<file path="src/rtl/mcop_pkg.sv">
package mcop_pkg;
  localparam int NUM_CH = 6;
  localparam int DATA_W = 16;
  localparam int CH_W   = $clog2(NUM_CH);

  typedef enum logic [1:0] {
    WK_I    = 2'd0,
    WK_Q    = 2'd1,
    WK_PAIR = 2'd2,
    WK_GAIN = 2'd3
  } word_kind_e;

  typedef struct packed {
    logic              load;
    logic [CH_W-1:0]   loadCh;
    logic              active;
    word_kind_e        kind;
  } port_ctrl_s;
endpackage

</file>
<file path="src/rtl/mcop_ctrl.sv">
module mcop_ctrl
  import mcop_pkg::*;
#(
  parameter int NCH = NUM_CH,
  parameter int CW  = CH_W
) (
  input  logic           clk,
  input  logic           rst_n,
  input  logic           masterMode,
  input  logic           fmtParallel,
  input  logic           appendGain,
  input  logic           ack,
  input  logic [NCH-1:0] pending,
  output port_ctrl_s     ctrl,
  output logic           req
);
  logic          active;
  logic [1:0]    wordIdx;
  logic          fmtLat;
  logic          appLat;
  logic [1:0]    lastIdx;
  logic          isLast;
  logic          xfer;
  logic          anyPend;
  logic [CW-1:0] pickCh;
  logic          load;
  word_kind_e    kind;

  // lowest pending channel wins
  always_comb begin
    pickCh = '0;
    for (int c = NCH - 1; c >= 0; c--) begin
      if (pending[c]) pickCh = CW'(c);
    end
  end

  assign anyPend = |pending;
  assign lastIdx = fmtLat ? (appLat ? 2'd1 : 2'd0) : (appLat ? 2'd2 : 2'd1);
  assign isLast  = (wordIdx == lastIdx);
  assign xfer    = active && (masterMode || ack);
  assign load    = anyPend && (!active || (xfer && isLast));

  always_comb begin
    if (fmtLat) begin
      kind = (wordIdx == 2'd0) ? WK_PAIR : WK_GAIN;
    end else begin
      case (wordIdx)
        2'd0:    kind = WK_I;
        2'd1:    kind = WK_Q;
        default: kind = WK_GAIN;
      endcase
    end
  end

  always_ff @(posedge clk) begin
    if (!rst_n) begin
      active  <= 1'b0;
      wordIdx <= 2'd0;
      fmtLat  <= 1'b0;
      appLat  <= 1'b0;
    end else if (load) begin
      active  <= 1'b1;
      wordIdx <= 2'd0;
      fmtLat  <= fmtParallel;
      appLat  <= appendGain;
    end else if (xfer) begin
      if (isLast) begin
        active  <= 1'b0;
        wordIdx <= 2'd0;
      end else begin
        wordIdx <= wordIdx + 2'd1;
      end
    end
  end

  assign ctrl.load   = load;
  assign ctrl.loadCh = pickCh;
  assign ctrl.active = active;
  assign ctrl.kind   = kind;
  assign req         = active;


  slave_hold_chk: assert property (@(posedge clk) disable iff (!rst_n)
    (active && !masterMode && !ack) |=> (active && $stable(wordIdx)));


  master_step_chk: assert property (@(posedge clk) disable iff (!rst_n)
    (active && masterMode && !isLast) |=> (active && wordIdx == $past(wordIdx) + 2'd1));


  back_to_back_chk: assert property (@(posedge clk) disable iff (!rst_n)
    (xfer && isLast && anyPend) |=> (active && wordIdx == 2'd0));
endmodule

</file>
<file path="src/rtl/mcop_datapath.sv">
module mcop_datapath
  import mcop_pkg::*;
#(
  parameter int NCH = NUM_CH,
  parameter int DW  = DATA_W,
  parameter int CW  = CH_W
) (
  input  logic              clk,
  input  logic              rst_n,
  input  logic [NCH-1:0]    chEn,
  input  logic [NCH-1:0]    sampValid,
  input  logic [NCH*DW-1:0] sampI,
  input  logic [NCH*DW-1:0] sampQ,
  input  logic [NCH*DW-1:0] sampGain,
  input  port_ctrl_s        ctrl,
  output logic [NCH-1:0]    pending,
  output logic [NCH-1:0]    ovf,
  output logic [DW-1:0]     busData,
  output logic [CW-1:0]     chanId,
  output logic              iqFlag,
  output logic              gainFlag
);
  localparam int HW = DW / 2;

  logic [DW-1:0] bufI [NCH];
  logic [DW-1:0] bufQ [NCH];
  logic [DW-1:0] bufG [NCH];
  logic [NCH-1:0] take;
  logic [NCH-1:0] capture;
  logic [DW-1:0] frI, frQ, frG;
  logic [CW-1:0] frCh;

  for (genvar c = 0; c < NCH; c++) begin : g_slot
    assign take[c]    = ctrl.load && (ctrl.loadCh == CW'(c));
    assign capture[c] = sampValid[c] && chEn[c];

    always_ff @(posedge clk) begin
      if (!rst_n) begin
        pending[c] <= 1'b0;
        ovf[c]     <= 1'b0;
        bufI[c]    <= '0;
        bufQ[c]    <= '0;
        bufG[c]    <= '0;
      end else begin
        if (capture[c]) begin
          bufI[c]    <= sampI[c*DW +: DW];
          bufQ[c]    <= sampQ[c*DW +: DW];
          bufG[c]    <= sampGain[c*DW +: DW];
          pending[c] <= 1'b1;
          if (pending[c] && !take[c]) ovf[c] <= 1'b1;
        end else if (take[c]) begin
          pending[c] <= 1'b0;
        end
      end
    end


    ovf_sticky_chk: assert property (@(posedge clk) disable iff (!rst_n)
      ovf[c] |=> ovf[c]);


    same_edge_chk: assert property (@(posedge clk) disable iff (!rst_n)
      (capture[c] && take[c] && !ovf[c]) |=> (pending[c] && !ovf[c]));


    disabled_ignore_chk: assert property (@(posedge clk) disable iff (!rst_n)
      (!chEn[c] && !pending[c]) |=> !pending[c]);
  end

  always_ff @(posedge clk) begin
    if (!rst_n) begin
      frI  <= '0;
      frQ  <= '0;
      frG  <= '0;
      frCh <= '0;
    end else if (ctrl.load) begin
      frI  <= bufI[ctrl.loadCh];
      frQ  <= bufQ[ctrl.loadCh];
      frG  <= bufG[ctrl.loadCh];
      frCh <= ctrl.loadCh;
    end
  end

  always_comb begin
    busData  = '0;
    chanId   = '0;
    iqFlag   = 1'b0;
    gainFlag = 1'b0;
    if (ctrl.active) begin
      chanId = frCh;
      case (ctrl.kind)
        WK_I:    begin busData = frI; iqFlag = 1'b1; end
        WK_Q:    busData = frQ;
        WK_PAIR: begin busData = {frI[DW-1 -: HW], frQ[DW-1 -: HW]}; iqFlag = 1'b1; end
        default: begin busData = frG; gainFlag = 1'b1; end
      endcase
    end
  end


  flag_excl_chk: assert property (@(posedge clk) disable iff (!rst_n)
    !(iqFlag && gainFlag));
endmodule

</file>
<file path="src/rtl/mc_iq_out_port.sv">
module mc_iq_out_port
  import mcop_pkg::*;
#(
  parameter int NCH = NUM_CH,
  parameter int DW  = DATA_W,
  parameter int CW  = CH_W
) (
  input  logic              clk,
  input  logic              rst_n,
  input  logic              masterMode,
  input  logic              fmtParallel,
  input  logic              appendGain,
  input  logic [NCH-1:0]    chEn,
  input  logic [NCH-1:0]    sampValid,
  input  logic [NCH*DW-1:0] sampI,
  input  logic [NCH*DW-1:0] sampQ,
  input  logic [NCH*DW-1:0] sampGain,
  input  logic              portAck,
  output logic              portReq,
  output logic [DW-1:0]     portData,
  output logic [CW-1:0]     portChan,
  output logic              portIq,
  output logic              portGain,
  output logic [NCH-1:0]    overflow
);
  port_ctrl_s     ctrl;
  logic [NCH-1:0] pending;

  mcop_ctrl #(.NCH(NCH), .CW(CW)) u_ctrl (
    .clk(clk), .rst_n(rst_n), .masterMode(masterMode), .fmtParallel(fmtParallel),
    .appendGain(appendGain), .ack(portAck), .pending(pending & chEn),
    .ctrl(ctrl), .req(portReq)
  );

  mcop_datapath #(.NCH(NCH), .DW(DW), .CW(CW)) u_dp (
    .clk(clk), .rst_n(rst_n), .chEn(chEn), .sampValid(sampValid),
    .sampI(sampI), .sampQ(sampQ), .sampGain(sampGain), .ctrl(ctrl),
    .pending(pending), .ovf(overflow), .busData(portData), .chanId(portChan),
    .iqFlag(portIq), .gainFlag(portGain)
  );
endmodule

</file>
<file path="config.mk">
export PLATFORM = sky130hd
export DESIGN_NAME = mc_iq_out_port
export DESIGN_NICKNAME = d
export VERILOG_FILES = /design/src/rtl/mcop_pkg.sv /design/src/rtl/mcop_ctrl.sv /design/src/rtl/mcop_datapath.sv /design/src/rtl/mc_iq_out_port.sv
export SDC_FILE = /design/constraint.sdc
export NUM_CORES = 1
export LEC_CHECK = 0
export ABC_AREA = 0
export BUFFER_PORTS_ARGS = -buffer_cell sky130_fd_sc_hd__buf_2
export CORE_ASPECT_RATIO = 1.4
export CORE_MARGIN = 4
export CORE_UTILIZATION = 55
export DETAILED_ROUTE_END_ITERATION = 8
export PLACE_DENSITY = 0.8
export SLEW_MARGIN = 20
export SYNTH_ARGS = -nofsm -noshare
export SYNTH_HDL_FRONTEND = slang
export SYNTH_SLANG_ARGS = --single-unit
</file>
<file path="constraint.sdc">
create_clock -name clk -period 3.8 [get_ports clk]
set_input_delay 1.14 -clock clk [delete_from_list [all_inputs] [get_ports clk]]
set_output_delay 1.14 -clock clk [all_outputs]
set_load 0.05 [all_outputs]
</file>
== Yosys cells after proc, flatten, opt, wreduce, memory -nomap -nowiden ==
Memory sizes are Yosys's and may differ from the RTL's. A register that Yosys moved wholly into a read port is not among the register bits.
Index checks and enable logic that the tools add are counted.

* Word-level logic and storage cells: 177
* Flip-flop bits (word level): 20
* Output and inout bits: 28
* Memories: 3
* Input bits: 306
* RAM bits: 288

{| class="wikitable"
|+ Memory list
! memory !! words !! width !! rd ports !! clocked after Yosys merged registers in !! write ports !! line !! source
|-
| u_dp.bufG || 6 || 16 || 1 || 1 || 6 || mcop_datapath.sv:27 || <nowiki>logic [DW-1:0] bufG [NCH];</nowiki>
|-
| u_dp.bufI || 6 || 16 || 1 || 1 || 6 || mcop_datapath.sv:25 || <nowiki>logic [DW-1:0] bufI [NCH];</nowiki>
|-
| u_dp.bufQ || 6 || 16 || 1 || 1 || 6 || mcop_datapath.sv:26 || <nowiki>logic [DW-1:0] bufQ [NCH];</nowiki>
|}

* Bitwise gates (word level): 20
* Eq/ne operators: 9
* Add/sub/neg operators: 1
* Reduce and logical (&&, ||, !) cells: 55
* Multiplexer cells: 72

{| class="wikitable"
|+ Operators by type and width
! cell !! count
|-
| $mux W16 || 19
|-
| $pmux W16 S3 || 1
|-
| $mux W1 || 40
|-
| $logic_and A1 B1 Y1 || 21
|-
| $mux W3 || 7
|-
| $or A1 B1 Y1 || 18
|-
| $reduce_bool A2 Y1 || 8
|-
| $reduce_and A2 Y1 || 7
|-
| $logic_not A1 Y1 || 10
|-
| $mux W2 || 4
|-
| $and A6 B6 Y6 || 1
|-
| $eq A3 B2 Y1 const B || 2
|-
| $eq A3 B3 Y1 const B || 2
|-
| $reduce_or A6 Y1 || 1
|-
| $eq A2 B1 Y1 const B || 2
|-
| $logic_not A2 Y1 || 2
|-
| $pmux W2 S2 || 1
|-
| $reduce_or A2 Y1 || 2
|-
| $eq A3 B1 Y1 const B || 1
|-
| $logic_not A3 Y1 || 1
|-
| $reduce_or A3 Y1 || 1
|-
| $add A2 B1 Y2 const B || 1
|-
| $eq A2 B2 Y1 || 1
|-
| $eq A2 B2 Y1 const B || 1
|-
| other kinds (2) || 3
|}

== Logic depth before layout (Yosys ltp) ==
* Depth in word-level cells: 12
* Gate-level depth with buffers: 9
* Depth with buffers taken out: 7

== Modules after synthesis ==
A second synthesis with hierarchy kept.

* Cell total of the unflattened synthesis: 1176
* Area total of the unflattened synthesis: 15870.2 um2

{| class="wikitable"
|+ By module, submodules not included
! module !! sequential area each (um2) !! area each (um2) !! cells an instance !! instances
|-
| mcop_datapath || 9909.5 || 15441.1 || 1121 || 1
|-
| mcop_ctrl || 100.1 || 391.6 || 49 || 1
|-
| mc_iq_out_port || 0.0 || 37.5 || 6 || 1
|}

== Worst setup path before layout ==
No wires, ideal clock.

* Kind: reg-to-output
* Start point: register u_ctrl.active (netlist: u_ctrl.req)
* End point: output port portData[15]
* Required time: 2.660 ns
* Arrival: 2.330 ns
* Buffers on the path: 2
* Stages on the path, launching flop included: 6
* Path slack: 0.330 ns
* Cell sequence: dfxtp_1 clkbuf_1 and3_1 clkbuf_1 a222oi_1 inv_1

* Cells in the longest elaborated chain, start to end: 1

{| class="wikitable"
|+ Ends and longest elaborated chain
! what !! line !! source
|-
| start: declaration || mcop_ctrl.sv:17 || <nowiki>logic active;</nowiki>
|-
| start signal: assignment || mcop_ctrl.sv:57 || <nowiki>active <= 1'b0;</nowiki>
|-
| start signal: assignment || mcop_ctrl.sv:62 || <nowiki>active <= 1'b1;</nowiki>
|-
| start signal: assignment || mcop_ctrl.sv:68 || <nowiki>active <= 1'b0;</nowiki>
|-
| $mux W16 || mcop_datapath.sv:89 || <nowiki>if (ctrl.active) begin</nowiki>
|-
| end: declaration || mc_iq_out_port.sv:20 || <nowiki>output logic [DW-1:0] portData,</nowiki>
|}

Every way passes these cells.

== Final worst setup path ==
* Start point: register u_ctrl.wordIdx[0]
* End point: output port portData[10]

* Cells in the longest elaborated chain, start to end: 6

{| class="wikitable"
|+ Ends and longest elaborated chain
! what !! line !! source
|-
| start: declaration || mcop_ctrl.sv:18 || <nowiki>logic [1:0] wordIdx;</nowiki>
|-
| start signal: assignment || mcop_ctrl.sv:71 || <nowiki>wordIdx <= wordIdx + 2'd1;</nowiki>
|-
| $eq A2 B1 Y1 / $logic_not A2 Y1 (equally long branches) || mcop_ctrl.sv:47, mcop_ctrl.sv:45 ||
|-
| $pmux W2 S2 / $mux W1 (equally long branches) || mcop_ctrl.sv:47, mcop_ctrl.sv:45 ||
|-
| $mux W2 (*) || mcop_ctrl.sv:44 || <nowiki>if (fmtLat) begin</nowiki>
|-
| $eq A2 B2 Y1, or another cell as far along || mcop_datapath.sv:91 || <nowiki>case (ctrl.kind)</nowiki>
|-
| $pmux W16 S3 (*) || mcop_datapath.sv:91 ||
|-
| $mux W16 (*) || mcop_datapath.sv:89 ||
|}

Every way passes the cells marked *; elsewhere a longest branch is shown, timed or not.

==> PnR_summary.wiki <==
{| class="wikitable"
! Metric !! Value
|-
| Sum of buffers and inverters on the critical path || 4
|-
| Worst clock skew || roughly 14 ps
|-
| Crit path required time || around 2700 ps
|-
| Normalized max-slew margin || just under 40%
|-
| TritonCTS clock tree || built
|-
| Final setup TNS || 0 ps
|-
| Total congestion overflow || 0
|-
| Clock buffers created by TritonCTS || 35
|-
| Cell count after placement || roughly 1900
|-
| Clock power share || 34.9%
|-
| Max clock buf depth || 3
|-
| Max rail drop VDD || 0.401 mV
|-
| Starting Density || between 50% and 60%
|-
| R2R cell count || 7
|-
| Critical Path Sink Type || primary output
|-
| Maximum achievable frequency || around 270 MHz
|-
| Relative contribution of combinational cells to total power || 16.1%
|-
| Count of warnings emitted by yosys || 0
|-
| MaxCap Viol Count || 0
|-
| DR vias || roughly 12000
|-
| Top-area cell type share of the netlist area || 53.5%
|-
| Path type of the worst setup path || reg2out
|-
| Power Dens Cells || just over 500 nW/µm²
|-
| Cell depth of the worst hold path || 2
|-
| Count of flip-flops with a built-in enable after synthesis || around 290
|-
| Unrepaired setup endpoints after global routing || no
|-
| Number of buffer cells added on primary ports || approximately 330
|-
| Global Route Usage Sum || ~29%
|-
| Most frequent cell on the critical path || sky130_fd_sc_hd__inv_1
|-
| Placer's final routability congestion estimate || about 0.95
|-
| Internal Power || 7180 µW
|-
| Worst Hold Endpoint || u_dp.ovf[3]
|-
| Ranking of synthesized cells by area || sky130_fd_sc_hd__edfxtp_1, sky130_fd_sc_hd__and2_1, sky130_fd_sc_hd__dfxtp_1
|-
| Netlist area before placement || about 16000 µm²
|-
| Final hold viol count || 0
|-
| Final Setup Violations || 0
|-
| Max FO, Critical Path || 13
|-
| Routed via count divided by cell count || around 6
|-
| Die width || 153 µm
|-
| Hold crit path type || reg2reg
|-
| Prevailing post-synth register cell || sky130_fd_sc_hd__edfxtp_1
|-
| Global-route wire length before repair || 69700 µm
|-
| Non-filler instance count after layout || 1959
|-
| Count of TritonRoute iterations in the first routing pass || 5
|-
| Clk sinks || about 360
|-
| Number of routed nets with antenna violations || 0
|-
| Placeable core region || 29100 µm²
|-
| CP delay by family, top || buffers and inverters
|-
| Worst-Margin Slew || around 920 ps
|-
| Start point of the worst hold path || u_dp.ovf[3]
|-
| Most common cell in the synthesized netlist || sky130_fd_sc_hd__and2_1
|-
| Data arrival time of the critical path || ~2600 ps
|-
| Remaining design rule violation count || 0
|-
| Run status || complete, no violations
|-
| Worst reg-to-reg setup slack || 1100 ps
|-
| Min Tclk post-route || between 3000 and 4000 ps
|-
| Reg clk slew, reported paths || roughly 60 ps
|-
| HPWL after DPL || ~36000 µm
|-
| Number of nets in the synthesized netlist || approximately 1500
|-
| Unique cell type count in the Yosys netlist || 45
|-
| WL final || 48000 µm
|-
| Clock root cell || sky130_fd_sc_hd__clkbuf_16
|-
| Height of the die || 211 µm
|-
| Crit share post-route || a little over nine tenths
|-
| Critical path launch point type || flip-flop
|-
| FF-to-FF Start || u_ctrl.fmtLat
|-
| Synthesized instance count || about 1200
|-
| Fraction of final layout cells sized beyond drive strength 1 || around a third
|-
| Yosys reg bits || approximately 360
|-
| DRC marker count from the first detailed-route iteration || around 1100
|-
| Final Slew Violations || 0
|-
| Total die area || about 32000 µm²
|-
| Count of cells resized by post-cts repair || 0
|-
| Worst-skew pair later-pin latency || between 500 and 600 ps
|-
| Critical-path cell with the highest stage delay || sky130_fd_sc_hd__a222oi_1
|-
| Routed len/inst || 24.5 µm
|-
| Standby leakage power || ~0.0080 µW
|-
| Async set or reset register ratio after synthesis || 0%
|-
| Layout overhead on the synthesized area || 20.1%
|-
| Number of placed I/O pins || between 300 and 400
|-
| Largest area contributor in the synthesized netlist || sky130_fd_sc_hd__edfxtp_1
|-
| Sw power || between 2000 and 3000 µW
|-
| Post-synthesis sequential area ratio || between 60% and 70%
|-
| Sw Ratio || approximately a quarter
|-
| Seq pwr share || between 40% and 50%
|-
| Number of global-route vias before repair || ~12000
|-
| Critical Path, Cell by Cell || inv_1 -> ha_1 -> mux2i_1 -> buf_4 -> and3_2 -> a222oi_1 -> inv_1 -> buf_2
|-
| CTS HTree Levels || 2
|-
| Row count || between 70 and 80
|-
| Cts hold-fix bufs || 0
|-
| Slowest cell delay on critical path || between 500 and 600 ps
|-
| Largest net degree at the start of global routing || 51
|-
| Reg2reg end || u_dp.frQ[9]
|-
| Synth Area per Inst || about 13 µm²
|-
| Leading post-synthesis cells by instance count || sky130_fd_sc_hd__and2_1, sky130_fd_sc_hd__edfxtp_1, sky130_fd_sc_hd__mux2i_1, sky130_fd_sc_hd__dfxtp_1, sky130_fd_sc_hd__o21ai_0
|-
| Count of nets after finishing || roughly 1900
|-
| Number of antenna violations at the first check in global routing || 3
|-
| Post-CTS setup repair buffer count || 0
|}
[power by group through the flow]
stage | Clock (µW) | Combinational, µW | Sequential [µW]
detailed placement | 0 | 1560 | 4870
global route | 3600 | 1670 | 4820
finish | 3410 | 1570 | 4800
floorplan | 0 | 997 | 4780
global placement | 0 | 1530 | 4860
CTS | 3430 | 1570 | 4790
[logic make-up (layout without fill, tap and decap cells)]
logic type / count (synthesis) / in the layout / synth area share (%)
fa+ha+maj: 4 / 4 / 0.309
mux: 139 / 139 / 8.83
flops: 356 / 356 / 61.9
xor+xnor: 2 / 2 / 0.108
other cells: 0 / 2 / 0
buf+inv: 109 / 451 / 3.28
simple gates: 426 / 426 / 15.5
compound gates: 199 / 199 / 10.0
[registers in the layout, summed over array words and instances, names as in the netlist]
signal,flops
u_dp.frG,16
u_dp.frCh,3
u_dp.frI,16
u_dp.bufI,96
u_dp.bufQ,96
u_ctrl.req,1
u_ctrl.wordIdx,2
u_dp.frQ,16
u_ctrl.fmtLat,1
u_dp.pending,6
u_ctrl.appLat,1
u_dp.bufG,96
u_dp.ovf,6
[worst max path at each step]
stage | start | endpoint | slack, ps | cells past startpoint
floorplan | u_ctrl.req | portData[15] | 330 | 5
global placement | chEn[5] | u_dp.frQ[15] | 670 | 7
detailed placement | u_ctrl.wordIdx[0] | portData[10] | 610 | 8
CTS | u_ctrl.wordIdx[0] | portData[10] | 60 | 8
global route | u_ctrl.wordIdx[0] | portData[10] | 5 | 8
finish | u_ctrl.wordIdx[0] | portData[10] | 40 | 8
[worst min-delay path, cell delays in order (launching register included)]
cell and delay, ps:
sky130_fd_sc_hd__dfxtp_1 310, sky130_fd_sc_hd__nand2_1 50, sky130_fd_sc_hd__o31ai_1 50
[placed cells by master, fill, tap and decap left out, types with 10 or more instances in the layout]
cell type                   synthesis  layout
sky130_fd_sc_hd__mux2i_1          109     109
sky130_fd_sc_hd__o22ai_1           22      22
sky130_fd_sc_hd__mux2_2            30      30
sky130_fd_sc_hd__and2_1           295     293
sky130_fd_sc_hd__nand2_1           44      37
sky130_fd_sc_hd__buf_2             28     332
sky130_fd_sc_hd__a221oi_2          30      30
sky130_fd_sc_hd__dfxtp_1           68      68
sky130_fd_sc_hd__clkbuf_16          0      37
sky130_fd_sc_hd__a221o_1           18      18
sky130_fd_sc_hd__clkbuf_1          57      10
sky130_fd_sc_hd__o21ai_0           67      66
sky130_fd_sc_hd__buf_4              6      37
sky130_fd_sc_hd__and3_1            21      20
sky130_fd_sc_hd__nand4_1           18      18
sky130_fd_sc_hd__a32oi_1           19      18
sky130_fd_sc_hd__nand3_1           21      21
sky130_fd_sc_hd__edfxtp_1         288     288
sky130_fd_sc_hd__inv_1             11      11
sky130_fd_sc_hd__a21oi_1           11      10
[per-stage QoR]
step	power [µW]	area, µm²	hold slack, ps	util (%)	worst slack [ps]
floorplan	5780	16200	432	-	330
global placement	6390	18300	433	62.9	667
detailed placement	6420	18300	448	62.9	615
CTS	9790	19400	461	66.8	58.0
global route	10100	19400	484	66.8	5.34
finish	9780	19400	460	66.8	44.7
[layer usage]
layer	wire (µm)	track usage [%]	share of wire, %
met1	16000	31.3	33
met2	25700	53.3	54
met3	2980	3.89	6.2
met4	3360	17.5	7.0
met5	15	0	0.031
[final cells by class]
class / instances / area [µm²]
clock inverter: 13 / 116
antenna: 2 / 5.00
timing repair buffer: 376 / 2070
sequential: 356 / 10000
fill: 2164 / 9650
inverter: 12 / 45.0
multi-input combinational: 770 / 5700
clock buffer: 50 / 1000
tap: 380 / 475
Note: power is estimated with default switching activity, not from simulation.
